## config.mk

```make
export PLATFORM = sky130hd
export DESIGN_NAME = smod_throttle
export DESIGN_NICKNAME = d
export VERILOG_FILES = /design/src/rtl/smod_pkg.sv /design/src/rtl/smod_tick.sv /design/src/rtl/smod_regs.sv /design/src/rtl/smod_speedup.sv /design/src/rtl/smod_phase.sv /design/src/rtl/smod_throttle.sv
export SDC_FILE = /design/constraint.sdc
export NUM_CORES = 1
export LEC_CHECK = 0
export BUFFER_PORTS_ARGS = -buffer_cell sky130_fd_sc_hd__buf_4
export CAP_MARGIN = 20
export CORE_UTILIZATION = 25
export DETAILED_ROUTE_END_ITERATION = 8
export GPL_TIMING_DRIVEN = 0
export PLACE_DENSITY = 0.47
export SLEW_MARGIN = 30
export SYNTH_ARGS = -nofsm -noshare
export SYNTH_HDL_FRONTEND = slang
export SYNTH_SLANG_ARGS = --single-unit
```

## constraint.sdc

```tcl
create_clock -name clk -period 2.4 [get_ports clk]
set_clock_uncertainty 0.2 [all_clocks]
set_input_delay 0.24 -clock clk [delete_from_list [all_inputs] [get_ports clk]]
set_output_delay 0.24 -clock clk [all_outputs]
set_load 0.02 [all_outputs]
```

## src/rtl/smod_pkg.sv

```systemverilog
package smod_pkg;
    localparam int ADDR_W = 3;
    localparam int DATA_W = 8;
    localparam int CNT_W  = 8;

    localparam logic [ADDR_W-1:0] A_CFG    = 3'd0;
    localparam logic [ADDR_W-1:0] A_RUN    = 3'd1;
    localparam logic [ADDR_W-1:0] A_IDLE   = 3'd2;
    localparam logic [ADDR_W-1:0] A_PM     = 3'd3;
    localparam logic [ADDR_W-1:0] A_IRQ_TO = 3'd4;
    localparam logic [ADDR_W-1:0] A_VID_TO = 3'd5;

    localparam int PM_GLOBAL = 0;
    localparam int PM_IRQ    = 1;
    localparam int PM_VID    = 2;
    localparam int PM_W      = 3;

    typedef enum logic [1:0] {
        PH_HALT = 2'd0,
        PH_RUN  = 2'd1,
        PH_IDLE = 2'd2
    } phase_e;
endpackage

```

## src/rtl/smod_tick.sv

```systemverilog
module smod_tick #(
    parameter int TICK_DIV = 8000
) (
    input  logic clk,
    input  logic rst_n,
    output logic tick_o
);
    localparam int CW = (TICK_DIV > 1) ? $clog2(TICK_DIV) : 1;
    localparam logic [CW-1:0] LAST = CW'(TICK_DIV - 1);

    typedef struct packed {
        logic [CW-1:0] cnt;
        logic          tick;
    } tick_t;

    tick_t s_d, s_q;

    always_comb begin
        s_d = s_q;
        if (s_q.cnt == LAST) begin
            s_d.cnt  = '0;
            s_d.tick = 1'b1;
        end else begin
            s_d.cnt  = s_q.cnt + CW'(1);
            s_d.tick = 1'b0;
        end
    end

    always_ff @(posedge clk or negedge rst_n) begin
        if (!rst_n) s_q <= '0;
        else        s_q <= s_d;
    end

    assign tick_o = s_q.tick;

    generate
        if (TICK_DIV > 1) begin : g_gap
            AST_TICK_GAP: assert property (@(posedge clk) disable iff (!rst_n)
                s_q.tick |=> !s_q.tick);
        end
    endgenerate
endmodule

```

## src/rtl/smod_regs.sv

```systemverilog
module smod_regs
    import smod_pkg::*;
(
    input  logic              clk,
    input  logic              rst_n,
    input  logic              wr_en,
    input  logic [ADDR_W-1:0] wr_addr,
    input  logic [DATA_W-1:0] wr_data,
    input  logic [ADDR_W-1:0] rd_addr,
    output logic [DATA_W-1:0] rd_data,
    output logic              mod_en,
    output logic [CNT_W-1:0]  run_cnt,
    output logic [CNT_W-1:0]  idle_cnt,
    output logic              irq_ok,
    output logic              vid_ok,
    output logic [CNT_W-1:0]  irq_to,
    output logic [CNT_W-1:0]  vid_to
);
    typedef struct packed {
        logic             en;
        logic [PM_W-1:0]  pm;
        logic [CNT_W-1:0] run;
        logic [CNT_W-1:0] idle;
        logic [CNT_W-1:0] irq_to;
        logic [CNT_W-1:0] vid_to;
    } regs_t;

    regs_t r_d, r_q;

    always_comb begin
        r_d = r_q;
        if (wr_en) begin
            case (wr_addr)
                A_CFG:    r_d.en     = wr_data[0];
                A_RUN:    r_d.run    = wr_data[CNT_W-1:0];
                A_IDLE:   r_d.idle   = wr_data[CNT_W-1:0];
                A_PM:     r_d.pm     = wr_data[PM_W-1:0];
                A_IRQ_TO: r_d.irq_to = wr_data[CNT_W-1:0];
                A_VID_TO: r_d.vid_to = wr_data[CNT_W-1:0];
                default:  r_d        = r_q;
            endcase
        end
    end

    always_ff @(posedge clk or negedge rst_n) begin
        if (!rst_n) r_q <= '0;
        else        r_q <= r_d;
    end

    always_comb begin
        rd_data = '0;
        case (rd_addr)
            A_CFG:    rd_data = {{(DATA_W-1){1'b0}}, r_q.en};
            A_RUN:    rd_data = DATA_W'(r_q.run);
            A_IDLE:   rd_data = DATA_W'(r_q.idle);
            A_PM:     rd_data = {{(DATA_W-PM_W){1'b0}}, r_q.pm};
            A_IRQ_TO: rd_data = DATA_W'(r_q.irq_to);
            A_VID_TO: rd_data = DATA_W'(r_q.vid_to);
            default:  rd_data = '0;
        endcase
    end

    assign mod_en   = r_q.en;
    assign run_cnt  = r_q.run;
    assign idle_cnt = r_q.idle;
    assign irq_ok   = r_q.pm[PM_GLOBAL] & r_q.pm[PM_IRQ];
    assign vid_ok   = r_q.pm[PM_GLOBAL] & r_q.pm[PM_VID];
    assign irq_to   = r_q.irq_to;
    assign vid_to   = r_q.vid_to;

    AST_RSVD_IGNORED: assert property (@(posedge clk) disable iff (!rst_n)
        (wr_en && wr_addr > A_VID_TO) |=> $stable(r_q));
endmodule

```

## src/rtl/smod_speedup.sv

```systemverilog
module smod_speedup
    import smod_pkg::*;
#(
    parameter int SPD_UNIT = 32
) (
    input  logic             clk,
    input  logic             rst_n,
    input  logic             tick,
    input  logic             irq_evt,
    input  logic             vid_evt,
    input  logic             irq_ok,
    input  logic             vid_ok,
    input  logic [CNT_W-1:0] irq_to,
    input  logic [CNT_W-1:0] vid_to,
    output logic             hold_o,
    output logic             active_o
);
    localparam int T_W = CNT_W + ((SPD_UNIT > 1) ? $clog2(SPD_UNIT) : 0) + 1;
    localparam logic [T_W-1:0] UNIT = T_W'(SPD_UNIT);

    typedef struct packed {
        logic [T_W-1:0] cnt;
    } spd_t;

    spd_t s_d, s_q;
    logic acc_irq, acc_vid;
    logic [T_W-1:0] irq_load, vid_load;

    assign acc_irq  = irq_evt & irq_ok;
    assign acc_vid  = vid_evt & vid_ok;
    assign irq_load = T_W'(irq_to) * UNIT;
    assign vid_load = T_W'(vid_to) * UNIT;

    always_comb begin
        s_d = s_q;
        if (acc_irq && acc_vid) begin
            s_d.cnt = (irq_load > vid_load) ? irq_load : vid_load;
        end else if (acc_irq) begin
            s_d.cnt = irq_load;
        end else if (acc_vid) begin
            s_d.cnt = vid_load;
        end else if (tick && s_q.cnt != '0) begin
            s_d.cnt = s_q.cnt - T_W'(1);
        end
    end

    always_ff @(posedge clk or negedge rst_n) begin
        if (!rst_n) s_q <= '0;
        else        s_q <= s_d;
    end

    assign active_o = (s_q.cnt != '0);
    assign hold_o   = active_o | acc_irq | acc_vid;

    AST_EVENT_ARMS: assert property (@(posedge clk) disable iff (!rst_n)
        (acc_irq && irq_to != '0) |=> active_o);
    AST_VIDEO_ARMS: assert property (@(posedge clk) disable iff (!rst_n)
        (acc_vid && vid_to != '0) |=> active_o);
    AST_TIMER_FROZEN: assert property (@(posedge clk) disable iff (!rst_n)
        (!tick && !acc_irq && !acc_vid) |=> $stable(s_q.cnt));
endmodule

```

## src/rtl/smod_phase.sv

```systemverilog
module smod_phase
    import smod_pkg::*;
(
    input  logic             clk,
    input  logic             rst_n,
    input  logic             tick,
    input  logic             mod_en,
    input  logic             hold,
    input  logic [CNT_W-1:0] run_cnt,
    input  logic [CNT_W-1:0] idle_cnt,
    output logic             susp_n
);
    typedef struct packed {
        phase_e           ph;
        logic [CNT_W-1:0] rem;
        logic             susp_n;
    } ph_t;

    ph_t s_d, s_q;

    function automatic ph_t enter(input logic want_idle,
                                  input logic [CNT_W-1:0] r,
                                  input logic [CNT_W-1:0] i);
        ph_t n;
        n = '0;
        n.susp_n = 1'b1;
        if (want_idle && i != '0) begin
            n.ph  = PH_IDLE;
            n.rem = i;
        end else if (r != '0) begin
            n.ph  = PH_RUN;
            n.rem = r;
        end else if (i != '0) begin
            n.ph  = PH_IDLE;
            n.rem = i;
        end else begin
            n.ph  = PH_HALT;
            n.rem = '0;
        end
        return n;
    endfunction

    always_comb begin
        s_d = s_q;
        if (!mod_en || hold) begin
            s_d.ph  = PH_HALT;
            s_d.rem = '0;
        end else if (tick) begin
            case (s_q.ph)
                PH_HALT: s_d = enter(1'b0, run_cnt, idle_cnt);
                PH_RUN: begin
                    if (s_q.rem > CNT_W'(1)) s_d.rem = s_q.rem - CNT_W'(1);
                    else                     s_d = enter(1'b1, run_cnt, idle_cnt);
                end
                PH_IDLE: begin
                    if (s_q.rem > CNT_W'(1)) s_d.rem = s_q.rem - CNT_W'(1);
                    else                     s_d = enter(1'b0, run_cnt, idle_cnt);
                end
                default: s_d.ph = PH_HALT;
            endcase
        end
        s_d.susp_n = (s_d.ph != PH_IDLE);
    end

    always_ff @(posedge clk or negedge rst_n) begin
        if (!rst_n) begin
            s_q        <= '0;
            s_q.susp_n <= 1'b1;
        end else begin
            s_q <= s_d;
        end
    end

    assign susp_n = s_q.susp_n;

    AST_PHASE_ON_TICK: assert property (@(posedge clk) disable iff (!rst_n)
        (!tick && mod_en && !hold) |=> $stable(s_q.ph));
    AST_ZERO_STAYS_HALT: assert property (@(posedge clk) disable iff (!rst_n)
        (s_q.ph == PH_HALT && idle_cnt == '0) |=> s_q.ph != PH_IDLE);
    AST_IDLE_NONZERO: assert property (@(posedge clk) disable iff (!rst_n)
        (s_q.ph != PH_HALT) |-> s_q.rem != '0);
endmodule

```

## src/rtl/smod_throttle.sv

```systemverilog
module smod_throttle
    import smod_pkg::*;
#(
    parameter int TICK_DIV = 8000,
    parameter int SPD_UNIT = 32
) (
    input  logic              clk,
    input  logic              rst_n,
    input  logic              wr_en,
    input  logic [ADDR_W-1:0] wr_addr,
    input  logic [DATA_W-1:0] wr_data,
    input  logic [ADDR_W-1:0] rd_addr,
    output logic [DATA_W-1:0] rd_data,
    input  logic              irq_evt,
    input  logic              vid_evt,
    output logic              susp_n,
    output logic              speedup_active
);
    logic             tick;
    logic             mod_en, irq_ok, vid_ok, hold;
    logic [CNT_W-1:0] run_cnt, idle_cnt, irq_to, vid_to;

    smod_tick #(.TICK_DIV(TICK_DIV)) u_tick (
        .clk(clk), .rst_n(rst_n), .tick_o(tick)
    );

    smod_regs u_regs (
        .clk(clk), .rst_n(rst_n),
        .wr_en(wr_en), .wr_addr(wr_addr), .wr_data(wr_data),
        .rd_addr(rd_addr), .rd_data(rd_data),
        .mod_en(mod_en), .run_cnt(run_cnt), .idle_cnt(idle_cnt),
        .irq_ok(irq_ok), .vid_ok(vid_ok), .irq_to(irq_to), .vid_to(vid_to)
    );

    smod_speedup #(.SPD_UNIT(SPD_UNIT)) u_spd (
        .clk(clk), .rst_n(rst_n), .tick(tick),
        .irq_evt(irq_evt), .vid_evt(vid_evt),
        .irq_ok(irq_ok), .vid_ok(vid_ok), .irq_to(irq_to), .vid_to(vid_to),
        .hold_o(hold), .active_o(speedup_active)
    );

    smod_phase u_phase (
        .clk(clk), .rst_n(rst_n), .tick(tick),
        .mod_en(mod_en), .hold(hold),
        .run_cnt(run_cnt), .idle_cnt(idle_cnt),
        .susp_n(susp_n)
    );

    AST_DISABLED_RUNS: assert property (@(posedge clk) disable iff (!rst_n)
        !mod_en |=> susp_n);
    AST_HOLD_RUNS: assert property (@(posedge clk) disable iff (!rst_n)
        hold |=> susp_n);
    AST_IGNORED_EVENT: assert property (@(posedge clk) disable iff (!rst_n)
        (!irq_ok && !vid_ok && !speedup_active) |=> !speedup_active);
endmodule

```

==> flow_metrics.tcl <==
set metrics [dict create \
    status "finished clean" \
    tightestPinTransition_ns 0.834 \
    min_from "wr_addr[1]" \
    grt_antenna_before_repair 0 \
    finalSetupTns_ns 0 \
    cts_root_buf "clkbuf_16" \
    initial_core_util_pct 25.5 \
    setup.worst_path.start_class "register" \
    syn_avg_cell_area_um2 9.29 \
    ios 29 \
    via_per_inst 5.23 \
    synthesis.nets 527 \
    ant_nets 0 \
    crit_top_cell "a221o_1" \
    maxCapViolCount 0 \
    ys_types 58 \
    hold_class "in2reg" \
    fmax_ghz 0.422 \
    synthArstFlopShare_pct 100 \
    dieHeight_um 138 \
    grt_max_degree 76 \
    drive_gt1_share_pct 25.6 \
    drt_pass1_iterations 5 \
    area_delta_synth_final_pct 25.7 \
    grt_first_pass_wirelength_mm 21.5 \
    synth_seq_area_share_pct 40.8 \
    htreeDepth 3 \
    min_period_ns 2.37 \
    hpwl_mm 9.68 \
    final_net_count 589 \
    numClockSinks 75 \
    cts_tree "built" \
    core_um2 18000 \
    finalSetupViolCount 0 \
    n_antenna_cell 0 \
    crit_fanout 6 \
    r2r_start "u_regs.vid_to[2]$_DFFE_PN0P_" \
    grt_pass1_vias 3969 \
    netlist_instances 495 \
    mostFrequentLayoutCells "dfrtp_1 (65), buf_4 (43), nor2_1 (42), nand2_1 (38), a21oi_1 (38)" \
    worst_path_max_delay_cell "dfrtp_2" \
    end_kind "register" \
    drc 0 \
    total_power_mw 4.57 \
    final_common_cell "dfrtp_1" \
    critPathArrivalTime_ns 2.39 \
    routedWlPerCell_um 16.9 \
    clk_pin_slew_ns 0.06 \
    gp_congestion 0.851 \
    die_w_um 138 \
    cp.required_ns 2.42 \
    vias 4139 \
    drt-total-wl_mm 13.4 \
    crit_path_cell_trace "inv_2 > ha_4 > a21o_1 > a221o_1 > a21o_4 > nand2_2 > o21ai_0 > a221o_1" \
    ys.flop_type "dfrtp_1" \
    hold_viol 0 \
    powerDensity_nw_per_um2 791 \
    period_share_pct 98.8 \
    port_buffers 27 \
    leakage_nw 2.44 \
    rows 49 \
    ir_drop_v 0.000326 \
    whs_ns 0.101 \
    cts_buffers 9 \
    overflow 0 \
    ys_ff_latch 75 \
    max_stage_delay_ns 0.46 \
    relSlewSlack_pct 44.1 \
    nFillCells 1924 \
    crit_start "u_regs.vid_to[2]$_DFFE_PN0P_" \
    dieArea_um2 18900 \
    initialDrtViolationCount 327 \
    drv_slew 0 \
    timing_worst_setup_path_type "reg2reg" \
    clock_path_buffers 2 \
    grtUsageTotal_pct 15.1 \
    synth_warnings 0 \
    synth_area_um2 4600 \
    insertion_delay_ns 0.34 \
    rsz0062_at_grt "yes" \
    synth_edf_count 0 \
]
per-stage QoR:
stage / cells / utilization [%] / setup WS, ns / instance area, um2
floorplan: 495 / - / 0.106 / 4600
global placement: 751 / 28.2 / -0.192 / 5090
detailed placement: 751 / 28.2 / -0.179 / 5090
CTS: 776 / 30.9 / -0.00912 / 5580
global route: 791 / 32.1 / -0.0257 / 5780
finish: 791 / 32.1 / 0.0278 / 5780
worst max-delay path, delay by kind of cell, from the launching register on:
family / cells / cell delay [ns]
fa+ha+maj: 1 / 0.20
simple gates: 1 / 0.07
compound gates: 5 / 1.21
buf+inv: 1 / 0.10
flops: 1 / 0.46
per-layer routing:
| layer | up-vias | wire (um) | global-route usage (%) |
|---|---|---|---|
| met5 | - | 0 | 0 |
| met1 | 2041 | 6340 | 21.2 |
| met2 | 118 | 6250 | 23.3 |
| met4 | 0 | 195 | 4.58 |
| li1 | 1966 | - | - |
| met3 | 14 | 588 | 2.91 |
where the power goes:
group          total [mW]  internal [mW]  switching [mW]
registers            1.79           1.47           0.322
clock network        1.50          0.918           0.577
logic                1.29          0.613           0.675
cell usage after synthesis, types with 3 or more instances:
cell type	instances	area, um2
a22oi_1	7	52.6
and3_1	14	87.6
mux2i_1	5	50.1
a31oi_1	10	62.6
a41oi_1	5	43.8
nand3_1	18	90.1
nor2b_1	4	25.0
or3_1	3	18.8
o21ai_0	32	160
ha_1	13	163
o211ai_1	3	22.5
nor3_1	8	40.0
dfrtp_1	74	1850
o221ai_1	3	26.3
a21o_1	5	37.5
a211oi_1	3	22.5
clkbuf_1	10	37.5
a221o_1	3	30.0
nor3b_1	5	37.5
xor2_1	11	96.3
o22ai_1	4	25.0
o31ai_1	3	22.5
clkbuf_8	3	41.3
xnor2_1	12	105
a22o_1	3	26.3
nand4_1	4	25.0
nor2_1	43	161
mux2_2	34	383
a21oi_1	41	205
a221oi_1	4	35.0
nor4_1	9	56.3
nand2_1	39	146
inv_1	25	93.8
repair_timing:
item,CTS,global route
hold buffers,9,0
gates resized for setup,15,27
setup buffers,1,16
pin swaps,0,12
hold endpoints to repair,110,0
setup endpoints to repair,12,21
logic make-up after synthesis:
family,after synthesis,share of synthesized area (%)
simple gates,165,18.4
compound gates,140,19.5
mux,39,9.41
xor+xnor,23,4.38
buf+inv,40,3.92
flops,75,40.8
fa+ha+maj,13,3.54
layout make-up:
class                      count  area [um2]  share of cell area (%)
buffer                        13        78.8                    1.36
inverter                      25        93.8                    1.62
tap                          229         287                    4.95
clock buffer                   9         225                    3.89
sequential                    75        1890                    32.7
clock inverter                 7        98.8                    1.71
multi-input combinational    380        2690                    46.5
timing repair buffer          53         424                    7.33
sequential cells by signal, summed over array words and instances, names as in the netlist:
name             flops
u_regs.run_cnt       8
u_regs.idle_cnt      8
u_regs.mod_en        1
u_regs.r_q           3
u_tick.tick_o        1
u_spd.s_q           14
u_phase.s_q         10
u_phase.susp_n       1
u_regs.irq_to        8
u_tick.s_q          13
u_regs.vid_to        8
worst paths after layout:
path	end	slack, ns	cells past startpoint
worst min register to register	u_tick.s_q[5]$_DFF_PN0_	0.27	1
max in group asynchronous	u_phase.s_q[1]$_DFFE_PN0P_	1.19	2
worst max register to register	u_spd.s_q[7]$_DFFE_PN0P_	0.03	8
worst min-delay path	u_regs.mod_en$_DFFE_PN0P_	0.10	3
min in group asynchronous	u_regs.irq_to[1]$_DFFE_PN0P_	0.29	2
worst max-delay path	u_spd.s_q[7]$_DFFE_PN0P_	0.03	8
Note: power is estimated with default switching activity, not from simulation.
